--- src/rtl/bridge_pkg.sv ---
package bridge_pkg;

  typedef enum logic [2:0] {
    CMD_IDLE   = 3'b000,
    CMD_WRITE  = 3'b001,
    CMD_READ   = 3'b010,
    CMD_WRNP   = 3'b101
  } ocpCmd_t;

  localparam logic [1:0] RESP_NULL = 2'b00;
  localparam logic [1:0] RESP_DVA  = 2'b01;
  localparam logic [1:0] RESP_ERR  = 2'b11;

  localparam logic [1:0] AXI_OKAY   = 2'b00;
  localparam logic [1:0] AXI_SLVERR = 2'b10;

  typedef struct packed {
    logic capAw;
    logic capW;
    logic capAr;
    logic capRd;
    logic loadBOk;
    logic loadBResp;
    logic selRd;
    logic drvWr;
  } dpStrobe_t;

endpackage

--- src/rtl/bridge_dpath.sv ---
module bridge_dpath
  import bridge_pkg::*;
#(
  parameter int ADDR_W = 32,
  parameter int DATA_W = 32
) (
  input  logic              clk,
  input  logic              rstN,
  input  dpStrobe_t         stb,
  input  logic [ADDR_W-1:0] awAddr,
  input  logic [DATA_W-1:0] wData,
  input  logic [ADDR_W-1:0] arAddr,
  input  logic [1:0]        sResp,
  input  logic [DATA_W-1:0] sData,
  output logic [ADDR_W-1:0] mAddr,
  output logic [DATA_W-1:0] mData,
  output logic [1:0]        bResp,
  output logic [DATA_W-1:0] rData,
  output logic [1:0]        rResp
);

  logic [ADDR_W-1:0] wrAddrQ;
  logic [ADDR_W-1:0] rdAddrQ;
  logic [DATA_W-1:0] wrDataQ;
  logic [DATA_W-1:0] rdDataQ;
  logic [1:0]        bRespQ;
  logic [1:0]        rRespQ;
  logic [1:0]        mappedResp;

  // Error from slave becomes SLVERR, anything else accepted becomes OKAY
  assign mappedResp = (sResp == RESP_ERR) ? AXI_SLVERR : AXI_OKAY;

  always_ff @(posedge clk) begin
    if (!rstN) begin
      wrAddrQ <= '0;
      rdAddrQ <= '0;
      wrDataQ <= '0;
      rdDataQ <= '0;
      bRespQ  <= AXI_OKAY;
      rRespQ  <= AXI_OKAY;
    end else begin
      if (stb.capAw)     wrAddrQ <= awAddr;
      if (stb.capW)      wrDataQ <= wData;
      if (stb.capAr)     rdAddrQ <= arAddr;
      if (stb.capRd) begin
        rdDataQ <= sData;
        rRespQ  <= mappedResp;
      end
      if (stb.loadBOk)   bRespQ <= AXI_OKAY;
      if (stb.loadBResp) bRespQ <= mappedResp;
    end
  end

  assign mAddr = stb.selRd ? rdAddrQ : wrAddrQ;
  assign mData = stb.drvWr ? wrDataQ : '0;
  assign bResp = bRespQ;
  assign rData = rdDataQ;
  assign rResp = rRespQ;

endmodule

--- src/rtl/bridge_ctrl.sv ---
module bridge_ctrl
  import bridge_pkg::*;
(
  input  logic       clk,
  input  logic       rstN,
  input  logic       cfgNonPost,
  input  logic       awValid,
  input  logic       wValid,
  input  logic       bReady,
  input  logic       arValid,
  input  logic       rReady,
  input  logic       sCmdAccept,
  input  logic [1:0] sResp,
  output logic       awReady,
  output logic       wReady,
  output logic       bValid,
  output logic       arReady,
  output logic       rValid,
  output logic [2:0] mCmd,
  output dpStrobe_t  stb
);

  typedef enum logic [1:0] {WS_COLLECT, WS_PEND, WS_RESP} wrState_t;
  typedef enum logic [1:0] {RS_IDLE, RS_PEND, RS_RESP} rdState_t;
  typedef enum logic [2:0] {O_IDLE, O_WREQ, O_WWAIT, O_RREQ, O_RWAIT} ocpState_t;

  wrState_t  wrState, wrNext;
  rdState_t  rdState, rdNext;
  ocpState_t ocpState, ocpNext;

  logic haveAddr, haveData;
  logic haveAddrNext, haveDataNext;
  logic wrNonPost, wrNonPostNext;
  logic lastRd, lastRdNext;

  logic awFire, wFire, arFire, bFire, rFire;
  logic wrWants, rdWants, respDone;

  assign awReady = (wrState == WS_COLLECT) && !haveAddr;
  assign wReady  = (wrState == WS_COLLECT) && !haveData;
  assign bValid  = (wrState == WS_RESP);
  assign arReady = (rdState == RS_IDLE);
  assign rValid  = (rdState == RS_RESP);

  assign awFire = awValid && awReady;
  assign wFire  = wValid && wReady;
  assign arFire = arValid && arReady;
  assign bFire  = bValid && bReady;
  assign rFire  = rValid && rReady;

  assign wrWants  = (wrState == WS_PEND) && (ocpState == O_IDLE);
  assign rdWants  = (rdState == RS_PEND) && (ocpState == O_IDLE);
  assign respDone = (sResp == RESP_DVA) || (sResp == RESP_ERR);

  always_comb begin
    wrNext        = wrState;
    rdNext        = rdState;
    ocpNext       = ocpState;
    haveAddrNext  = haveAddr;
    haveDataNext  = haveData;
    wrNonPostNext = wrNonPost;
    lastRdNext    = lastRd;
    stb           = '0;

    // write collection: address and data may come in any order
    stb.capAw = awFire;
    stb.capW  = wFire;
    if (wrState == WS_COLLECT) begin
      haveAddrNext = haveAddr || awFire;
      haveDataNext = haveData || wFire;
      if (haveAddrNext && haveDataNext) begin
        wrNext       = WS_PEND;
        haveAddrNext = 1'b0;
        haveDataNext = 1'b0;
      end
    end
    if (wrState == WS_RESP && bFire) wrNext = WS_COLLECT;

    stb.capAr = arFire;
    if (arFire) rdNext = RS_PEND;
    if (rdState == RS_RESP && rFire) rdNext = RS_IDLE;

    // shared OCP port, one transaction at a time
    unique case (ocpState)
      O_IDLE: begin
        if (wrWants && (!rdWants || lastRd)) begin
          ocpNext       = O_WREQ;
          wrNonPostNext = cfgNonPost;
          lastRdNext    = 1'b0;
        end else if (rdWants) begin
          ocpNext    = O_RREQ;
          lastRdNext = 1'b1;
        end
      end
      O_WREQ: begin
        stb.drvWr = 1'b1;
        if (sCmdAccept) begin
          if (wrNonPost) begin
            ocpNext = O_WWAIT;
          end else begin
            ocpNext     = O_IDLE;
            wrNext      = WS_RESP;
            stb.loadBOk = 1'b1;
          end
        end
      end
      O_WWAIT: begin
        if (respDone) begin
          ocpNext       = O_IDLE;
          wrNext        = WS_RESP;
          stb.loadBResp = 1'b1;
        end
      end
      O_RREQ: begin
        stb.selRd = 1'b1;
        if (sCmdAccept) ocpNext = O_RWAIT;
      end
      O_RWAIT: begin
        stb.selRd = 1'b1;
        if (respDone) begin
          ocpNext   = O_IDLE;
          rdNext    = RS_RESP;
          stb.capRd = 1'b1;
        end
      end
      default: ocpNext = O_IDLE;
    endcase
  end

  always_ff @(posedge clk) begin
    if (!rstN) begin
      wrState   <= WS_COLLECT;
      rdState   <= RS_IDLE;
      ocpState  <= O_IDLE;
      haveAddr  <= 1'b0;
      haveData  <= 1'b0;
      wrNonPost <= 1'b0;
      lastRd    <= 1'b1;
    end else begin
      wrState   <= wrNext;
      rdState   <= rdNext;
      ocpState  <= ocpNext;
      haveAddr  <= haveAddrNext;
      haveData  <= haveDataNext;
      wrNonPost <= wrNonPostNext;
      lastRd    <= lastRdNext;
    end
  end

  always_comb begin
    unique case (ocpState)
      O_WREQ:  mCmd = wrNonPost ? CMD_WRNP : CMD_WRITE;
      O_RREQ:  mCmd = CMD_READ;
      default: mCmd = CMD_IDLE;
    endcase
  end

  p_cmd_legal_r2: assert property (@(posedge clk) disable iff (!rstN)
    (mCmd == CMD_IDLE) || (mCmd == CMD_WRITE) || (mCmd == CMD_READ) || (mCmd == CMD_WRNP));

  p_cmd_hold_r4: assert property (@(posedge clk) disable iff (!rstN)
    (mCmd != CMD_IDLE && !sCmdAccept) |=> $stable(mCmd));

  p_cmd_drop_r4: assert property (@(posedge clk) disable iff (!rstN)
    (mCmd != CMD_IDLE && sCmdAccept) |=> (mCmd == CMD_IDLE));

  p_b_hold_r8: assert property (@(posedge clk) disable iff (!rstN)
    (bValid && !bReady) |=> bValid);

  p_r_hold_r8: assert property (@(posedge clk) disable iff (!rstN)
    (rValid && !rReady) |=> rValid);

  p_no_aw_in_b_r8: assert property (@(posedge clk) disable iff (!rstN)
    bValid |-> (!awReady && !wReady));

  p_no_ar_in_r_r8: assert property (@(posedge clk) disable iff (!rstN)
    rValid |-> !arReady);

endmodule

--- src/rtl/axi_ocp_bridge.sv ---
module axi_ocp_bridge
  import bridge_pkg::*;
#(
  parameter int ADDR_W = 32,
  parameter int DATA_W = 32
) (
  input  logic              clk,
  input  logic              rstN,
  input  logic              cfgNonPost,
  input  logic              awValid,
  output logic              awReady,
  input  logic [ADDR_W-1:0] awAddr,
  input  logic              wValid,
  output logic              wReady,
  input  logic [DATA_W-1:0] wData,
  output logic              bValid,
  input  logic              bReady,
  output logic [1:0]        bResp,
  input  logic              arValid,
  output logic              arReady,
  input  logic [ADDR_W-1:0] arAddr,
  output logic              rValid,
  input  logic              rReady,
  output logic [DATA_W-1:0] rData,
  output logic [1:0]        rResp,
  output logic [2:0]        mCmd,
  output logic [ADDR_W-1:0] mAddr,
  output logic [DATA_W-1:0] mData,
  input  logic              sCmdAccept,
  input  logic [1:0]        sResp,
  input  logic [DATA_W-1:0] sData
);

  dpStrobe_t stb;

  bridge_ctrl uCtrl (
    .clk        (clk),
    .rstN       (rstN),
    .cfgNonPost (cfgNonPost),
    .awValid    (awValid),
    .wValid     (wValid),
    .bReady     (bReady),
    .arValid    (arValid),
    .rReady     (rReady),
    .sCmdAccept (sCmdAccept),
    .sResp      (sResp),
    .awReady    (awReady),
    .wReady     (wReady),
    .bValid     (bValid),
    .arReady    (arReady),
    .rValid     (rValid),
    .mCmd       (mCmd),
    .stb        (stb)
  );

  bridge_dpath #(.ADDR_W(ADDR_W), .DATA_W(DATA_W)) uDpath (
    .clk    (clk),
    .rstN   (rstN),
    .stb    (stb),
    .awAddr (awAddr),
    .wData  (wData),
    .arAddr (arAddr),
    .sResp  (sResp),
    .sData  (sData),
    .mAddr  (mAddr),
    .mData  (mData),
    .bResp  (bResp),
    .rData  (rData),
    .rResp  (rResp)
  );

  p_req_stable_r4: assert property (@(posedge clk) disable iff (!rstN)
    (mCmd != CMD_IDLE && !sCmdAccept) |=> ($stable(mAddr) && $stable(mData)));

  p_bresp_stable_r8: assert property (@(posedge clk) disable iff (!rstN)
    (bValid && !bReady) |=> $stable(bResp));

  p_rdata_stable_r8: assert property (@(posedge clk) disable iff (!rstN)
    (rValid && !rReady) |=> ($stable(rData) && $stable(rResp)));

endmodule

--- config.mk ---
export PLATFORM = sky130hd
export DESIGN_NAME = axi_ocp_bridge
export DESIGN_NICKNAME = d
export VERILOG_FILES = /design/src/rtl/bridge_pkg.sv /design/src/rtl/bridge_dpath.sv /design/src/rtl/bridge_ctrl.sv /design/src/rtl/axi_ocp_bridge.sv
export SDC_FILE = /design/constraint.sdc
export NUM_CORES = 1
export LEC_CHECK = 0
export BUFFER_PORTS_ARGS = -buffer_cell sky130_fd_sc_hd__buf_2
export CAP_MARGIN = 20
export CORE_MARGIN = 8
export CORE_UTILIZATION = 40
export DETAILED_ROUTE_END_ITERATION = 8
export GPL_TIMING_DRIVEN = 0
export HOLD_SLACK_MARGIN = 0.08
export PLACE_DENSITY = 0.69
export SYNTH_ARGS = -nofsm -noshare
export SYNTH_HDL_FRONTEND = slang
export SYNTH_HIERARCHICAL = 1
export SYNTH_SLANG_ARGS = --single-unit
--- constraint.sdc ---
create_clock -name clk -period 2.3 [get_ports clk]
set_clock_uncertainty 0.2 [all_clocks]
set_input_delay 0.115 -clock clk [delete_from_list [all_inputs] [get_ports clk]]
set_output_delay 0.115 -clock clk [all_outputs]
set_load 0.02 [all_outputs]
# Yosys cells after proc, flatten, opt, wreduce, memory -nomap -nowiden

Index checks and enable logic that the tools add are counted.

Word-level logic and storage cells: 94
Bits in registers: 143

Equal/unequal tests: 14
Mux-type cells: 37
Reduce and logical (&&, ||, !) cells: 30

Operator list:

| operator                                             | count |
|---|---|
| 2-to-1 mux 32 bit                                    | 2 |
| 2-to-1 mux 2 bit                                     | 14 |
| 2-to-1 mux 3 bit                                     | 6 |
| logical AND 1 bit                                    | 13 |
| 2-to-1 mux 1 bit                                     | 12 |
| one-hot mux 3 bit (4 select lines)                   | 1 |
| equality test 2 x 1 -> 1 bit (second input constant) | 3 |
| equality test 2 bit (second input constant)          | 3 |
| equality test 3 x 2 -> 1 bit (second input constant) | 2 |
| one-hot mux 3 bit (2 select lines)                   | 1 |
| logical NOT 2 bit                                    | 2 |
| logical OR 1 bit                                     | 4 |
| != test 2 bit (second input constant)                | 2 |
| one-hot mux 2 bit (2 select lines)                   | 1 |
| AND reduction 2 bit                                  | 2 |
| AND reduction 4 bit                                  | 1 |
| nonzero test 2 bit                                   | 2 |
| OR reduction 2 bit                                   | 2 |
| equality test 3 x 1 -> 1 bit (second input constant) | 1 |
| equality test 3 bit (second input constant)          | 1 |
| logical NOT 1 bit                                    | 3 |
| logical NOT 3 bit                                    | 1 |
| != test 3 x 2 -> 1 bit (second input constant)       | 1 |
| != test 2 x 1 -> 1 bit (second input constant)       | 1 |

# Depth between registers and ports, before layout

Word-level depth: 11
Mapped depth: 8

# Cells and area by module

Netlist, hierarchy kept.

Modules (own cells, without submodules):

| module       | area an instance (um2) | instances | cells each |
|---|---|---|---|
| bridge_dpath | 5,869.4                | 1         | 495 |
| bridge_ctrl  | 685.7                  | 1         | 89 |

# Worst setup path before layout

OpenSTA, ideal clock, no wires.

Path kind: flip-flop to flip-flop
Start point: register uCtrl.wrState[0]
End point: register uDpath.wrAddrQ[0]
Clock period less this slack: 2,024 ps
Path slack: 276 ps
Setup time: 116 ps
Cell stages (with the launch flop): 9
Arrival time: 1,708 ps
Path through: dfxtp_1 or2_2 nor2_1 and2_1 buf_4 buf_6 buf_8 mux2i_1 nor2b_1

Cells in the longest elaborated chain, start to end: 3

Ends and longest elaborated chain:

| what                     | RTL line             | text |
|---|---|---|
| start: declaration       | bridge_ctrl.sv:27    | `wrState_t wrState, wrNext;` |
| start signal: assignment | bridge_ctrl.sv:140   | `wrState <= wrNext;` |
| logical NOT 2 bit        | bridge_ctrl.sv:39    | `assign awReady = (wrState == WS_COLLECT) && !haveAddr;` |
| logical AND 1 bit        | bridge_ctrl.sv:39    |  |
| via awReady              | axi_ocp_bridge.sv:11 | `output logic awReady,` |
| logical AND 1 bit        | bridge_ctrl.sv:45    | `assign awFire = awValid && awReady;` |
| via uCtrl.awFire         | bridge_ctrl.sv:36    | `logic awFire, wFire, arFire, bFire, rFire;` |
| end signal: assignment   | bridge_dpath.sv:42   | `if (stb.capAw) wrAddrQ <= awAddr;` |
| end: declaration         | bridge_dpath.sv:22   | `logic [ADDR_W-1:0] wrAddrQ;` |

The timed path passes the listed nets, and every way through them passes these cells.
A chain may end at the register's enable or synchronous reset.

==> results_dict.tcl <==
set metrics [dict create \
    syn_avg_cell_area_um2 11.2 \
    yosysTopAreaCell "dfxtp_1" \
    final-setup-viol-count 0 \
    r2r_end "uDpath/rResp[1]" \
    final_area_um2 10500 \
    synth-seq-cells 141 \
    relSlewSlack 0.640 \
    cts_tree "built" \
    core_um2 16300 \
    cts_inserted_buffers 17 \
    path_cells "buf_6 > nand3b_1 > o21ai_2 > buf_6 > buf_12 > clkbuf_16 > mux2_4 > buf_6" \
    wl_per_cell_um 16.5 \
    clkSinkCount 141 \
    period_minus_slack_ps 2290 \
    p_sw_w 0.00265 \
    dpl_cell_area_um2 8060 \
    async_flop_share 0 \
    dp_hpwl_um 12700 \
    status "completed" \
    leakagePower_nw 4.69 \
    required_ps 1990 \
    h-tree-depth 4 \
    overflow 0 \
    netlist_area_um2 6560 \
    routed_via_density 4.51 \
    clk_pin_slew_ps 60 \
    rsz0062_at_grt "true" \
    power_frac_seq 0.324 \
    critical-path-max-stage-delay_ps 310 \
    ys_warn_count 6 \
    drc 0 \
    io_buffers 244 \
    synth_top_flop_cell "dfxtp_1" \
    regArea_um2 2830 \
    clockRootBuffer "clkbuf_16" \
    synth_cell_types 40 \
    hold_viol_final 0 \
    power.internal_w 0.00628 \
    synthDominantCellAreaShare 0.431 \
    drive_gt1_frac 0.366 \
    antenna_cells 0 \
    floorplan.initialDensity 0.402 \
    ios 247 \
    final_cell_mix "215 x buf_2, 143 x dlygate4sd3_1, 140 x dfxtp_1" \
    num_rows 47 \
    mostFrequentLayoutCell "buf_2" \
    power_density_nw_per_um2 849 \
    antenna_found_initial 0 \
    place.gp.congestion 0.790 \
    synth_edf_count 0 \
    nets 1145 \
    cpMostUsedCell "buf_6" \
    swShare 0.296 \
    routed_wl_um 20500 \
    fillers 1295 \
    min_path_type "flop to flop" \
    dieArea_um2 20700 \
    postLayoutCoreUtil 0.646 \
    dr.first_iter.drc_count 204 \
    grt_usage 0.188 \
    crit_type "flop to output port" \
    power.share.clock 0.319 \
    synthCells 584 \
    crit_slowest_cell "mux2_4" \
    crit_path_end "mAddr[15]" \
    clk-insertion-delay-late_ps 410 \
    path_max_fanout 7 \
    ff2ff_path_depth 8 \
    vias 5586 \
    synth.area.top_cells "dfxtp_1 43%, mux2i_1 20%, nor2b_1 12%" \
    r2r_start "uCtrl/ocpState[0]" \
    firstDrtPassIters 4 \
    post-route-period-util 0.998 \
    die_w_um 144 \
    maxSlewViolCount 0 \
    tightest_slew_ps 541 \
    critPathLaunchType "flop" \
    first_global_vias 5929 \
    pwr-share-comb 0.357 \
    syn2layout_area_growth_pct 60.4 \
    reg2reg_slack_ps 120 \
    grt_max_degree 17 \
    crit_arrival_ps 1980 \
    grt_pass1_wl_um 30400 \
    drv_cap 0 \
    die_y_um 144 \
    achievable-frequency_ghz 0.436 \
    multi_input_area_um2 3220 \
    crit_start "uCtrl/ocpState[2]" \
    antenna_left 0 \
    yosysSeqAreaShare 0.431 \
    cp-end-kind "output port" \
    clock_path_buffers 2 \
    peakVddDrop_uv 552 \
    setup_tns_ps 0 \
]
sequential cells by signal (all words and copies together) (netlist names):
register / flops
uCtrl/wrState: 2
uCtrl/lastRd: 1
uDpath/rData: 32
uDpath/bResp: 1
uCtrl/rdState: 2
uCtrl/haveData: 1
uDpath/rdAddrQ: 32
uDpath/wrAddrQ: 32
uCtrl/ocpState: 3
uCtrl/haveAddr: 1
uDpath/rResp: 1
uDpath/wrDataQ: 32
uCtrl/wrNonPost: 1
power by group through the flow:
stage          Clock, W  Sequential (W)  Combinational [W]
2_1_floorplan         0         0.00291            0.00193
3_3_place_gp          0         0.00293            0.00256
3_5_place_dp          0         0.00294            0.00258
4_1_cts         0.00292         0.00289            0.00300
5_1_grt         0.00304         0.00293            0.00340
6_report        0.00285         0.00290            0.00319
through the flow:
| step | hold WS (ps) | total power (W) | cells | setup WS, ps |
|---|---|---|---|---|
| 2_1_floorplan | 54.4 | 0.00485 | 585 | 276 |
| 6_report | 276 | 0.00893 | 1238 | 5.69 |
| 4_1_cts | 271 | 0.00880 | 1228 | -35.1 |
| 3_3_place_gp | 154 | 0.00550 | 1049 | 39.0 |
| 5_1_grt | 286 | 0.00937 | 1238 | -68.6 |
| 3_5_place_dp | 158 | 0.00553 | 1049 | 34.1 |
routing by layer:
| layer | wire [µm] | vias up | global-route usage | part of all wire |
|---|---|---|---|---|
| met5 | 0 | - | 0 | 0 |
| met4 | 385 | 0 | 0.0681 | 0.019 |
| met3 | 1400 | 28 | 0.0548 | 0.068 |
| met2 | 10600 | 175 | 0.343 | 0.52 |
| met1 | 8080 | 2595 | 0.202 | 0.39 |
| li1 | - | 2788 | - | - |
area by class of cell:
cell class | instances | share of cell area
Buffer | 46 | 0.0507
Sequential cell | 141 | 0.269
Timing Repair Buffer | 402 | 0.288
Inverter | 5 | 0.00178
Tap cell | 220 | 0.0262
Clock inverter | 10 | 0.0131
Clock buffer | 21 | 0.0457
Multi-Input combinational cell | 393 | 0.306
cell usage after synthesis, types with 2 or more instances:
cell / count
a21oi_1: 5
and2_1: 37
and2b_1: 2
buf_12: 6
buf_4: 6
buf_6: 16
buf_8: 9
clkbuf_1: 8
dfxtp_1: 141
inv_1: 5
mux2_2: 2
mux2_4: 30
mux2i_1: 129
nand2_1: 4
nand2b_1: 5
nand3_1: 3
nand3b_1: 3
nor2_1: 16
nor2b_1: 127
nor3_1: 3
nor3b_1: 2
o21ai_0: 5
o31ai_1: 3
worst max-delay path, delay by kind of cell, from the launching register on:
kind	cells	cell delay, ps
mux	1	310
compound gates	1	90
simple gates	1	190
buf+inv	5	670
flops	1	300
worst min-delay path by stage:
stage               slack (ps)  depth (start not counted)            start                 end
floorplan                   50                          2          awValid      uCtrl/haveAddr
global route               290                          4       arAddr[19]  uDpath/rdAddrQ[19]
global placement           150                          3       cfgNonPost     uCtrl/wrNonPost
finish                     280                          2  uDpath/rResp[1]     uDpath/rResp[1]
CTS                        270                          2  uDpath/rResp[1]     uDpath/rResp[1]
detailed placement         160                          3       cfgNonPost     uCtrl/wrNonPost
cell families (layout without fill, tap and decap cells):
family	count (synthesis)	count (layout)	share of synthesized area
and+or+nand+nor	210	210	0.196
AOI/OAI and AO/OA	19	19	0.0204
muxes	161	161	0.269
DFF	141	141	0.431
buffers and inverters	51	484	0.0815
xor gates and xnor gates	1	1	0.00134
other	1	2	0.000572
timing repair:
item	CTS	global route
buffers inserted	4	8
hold buffers	143	0
pin swaps	1	0
endpoints found under the hold margin	141	0
resized for setup	40	34
setup endpoints to repair	62	38
gates cloned	1	2
Note: power is estimated with default switching activity, not from simulation.
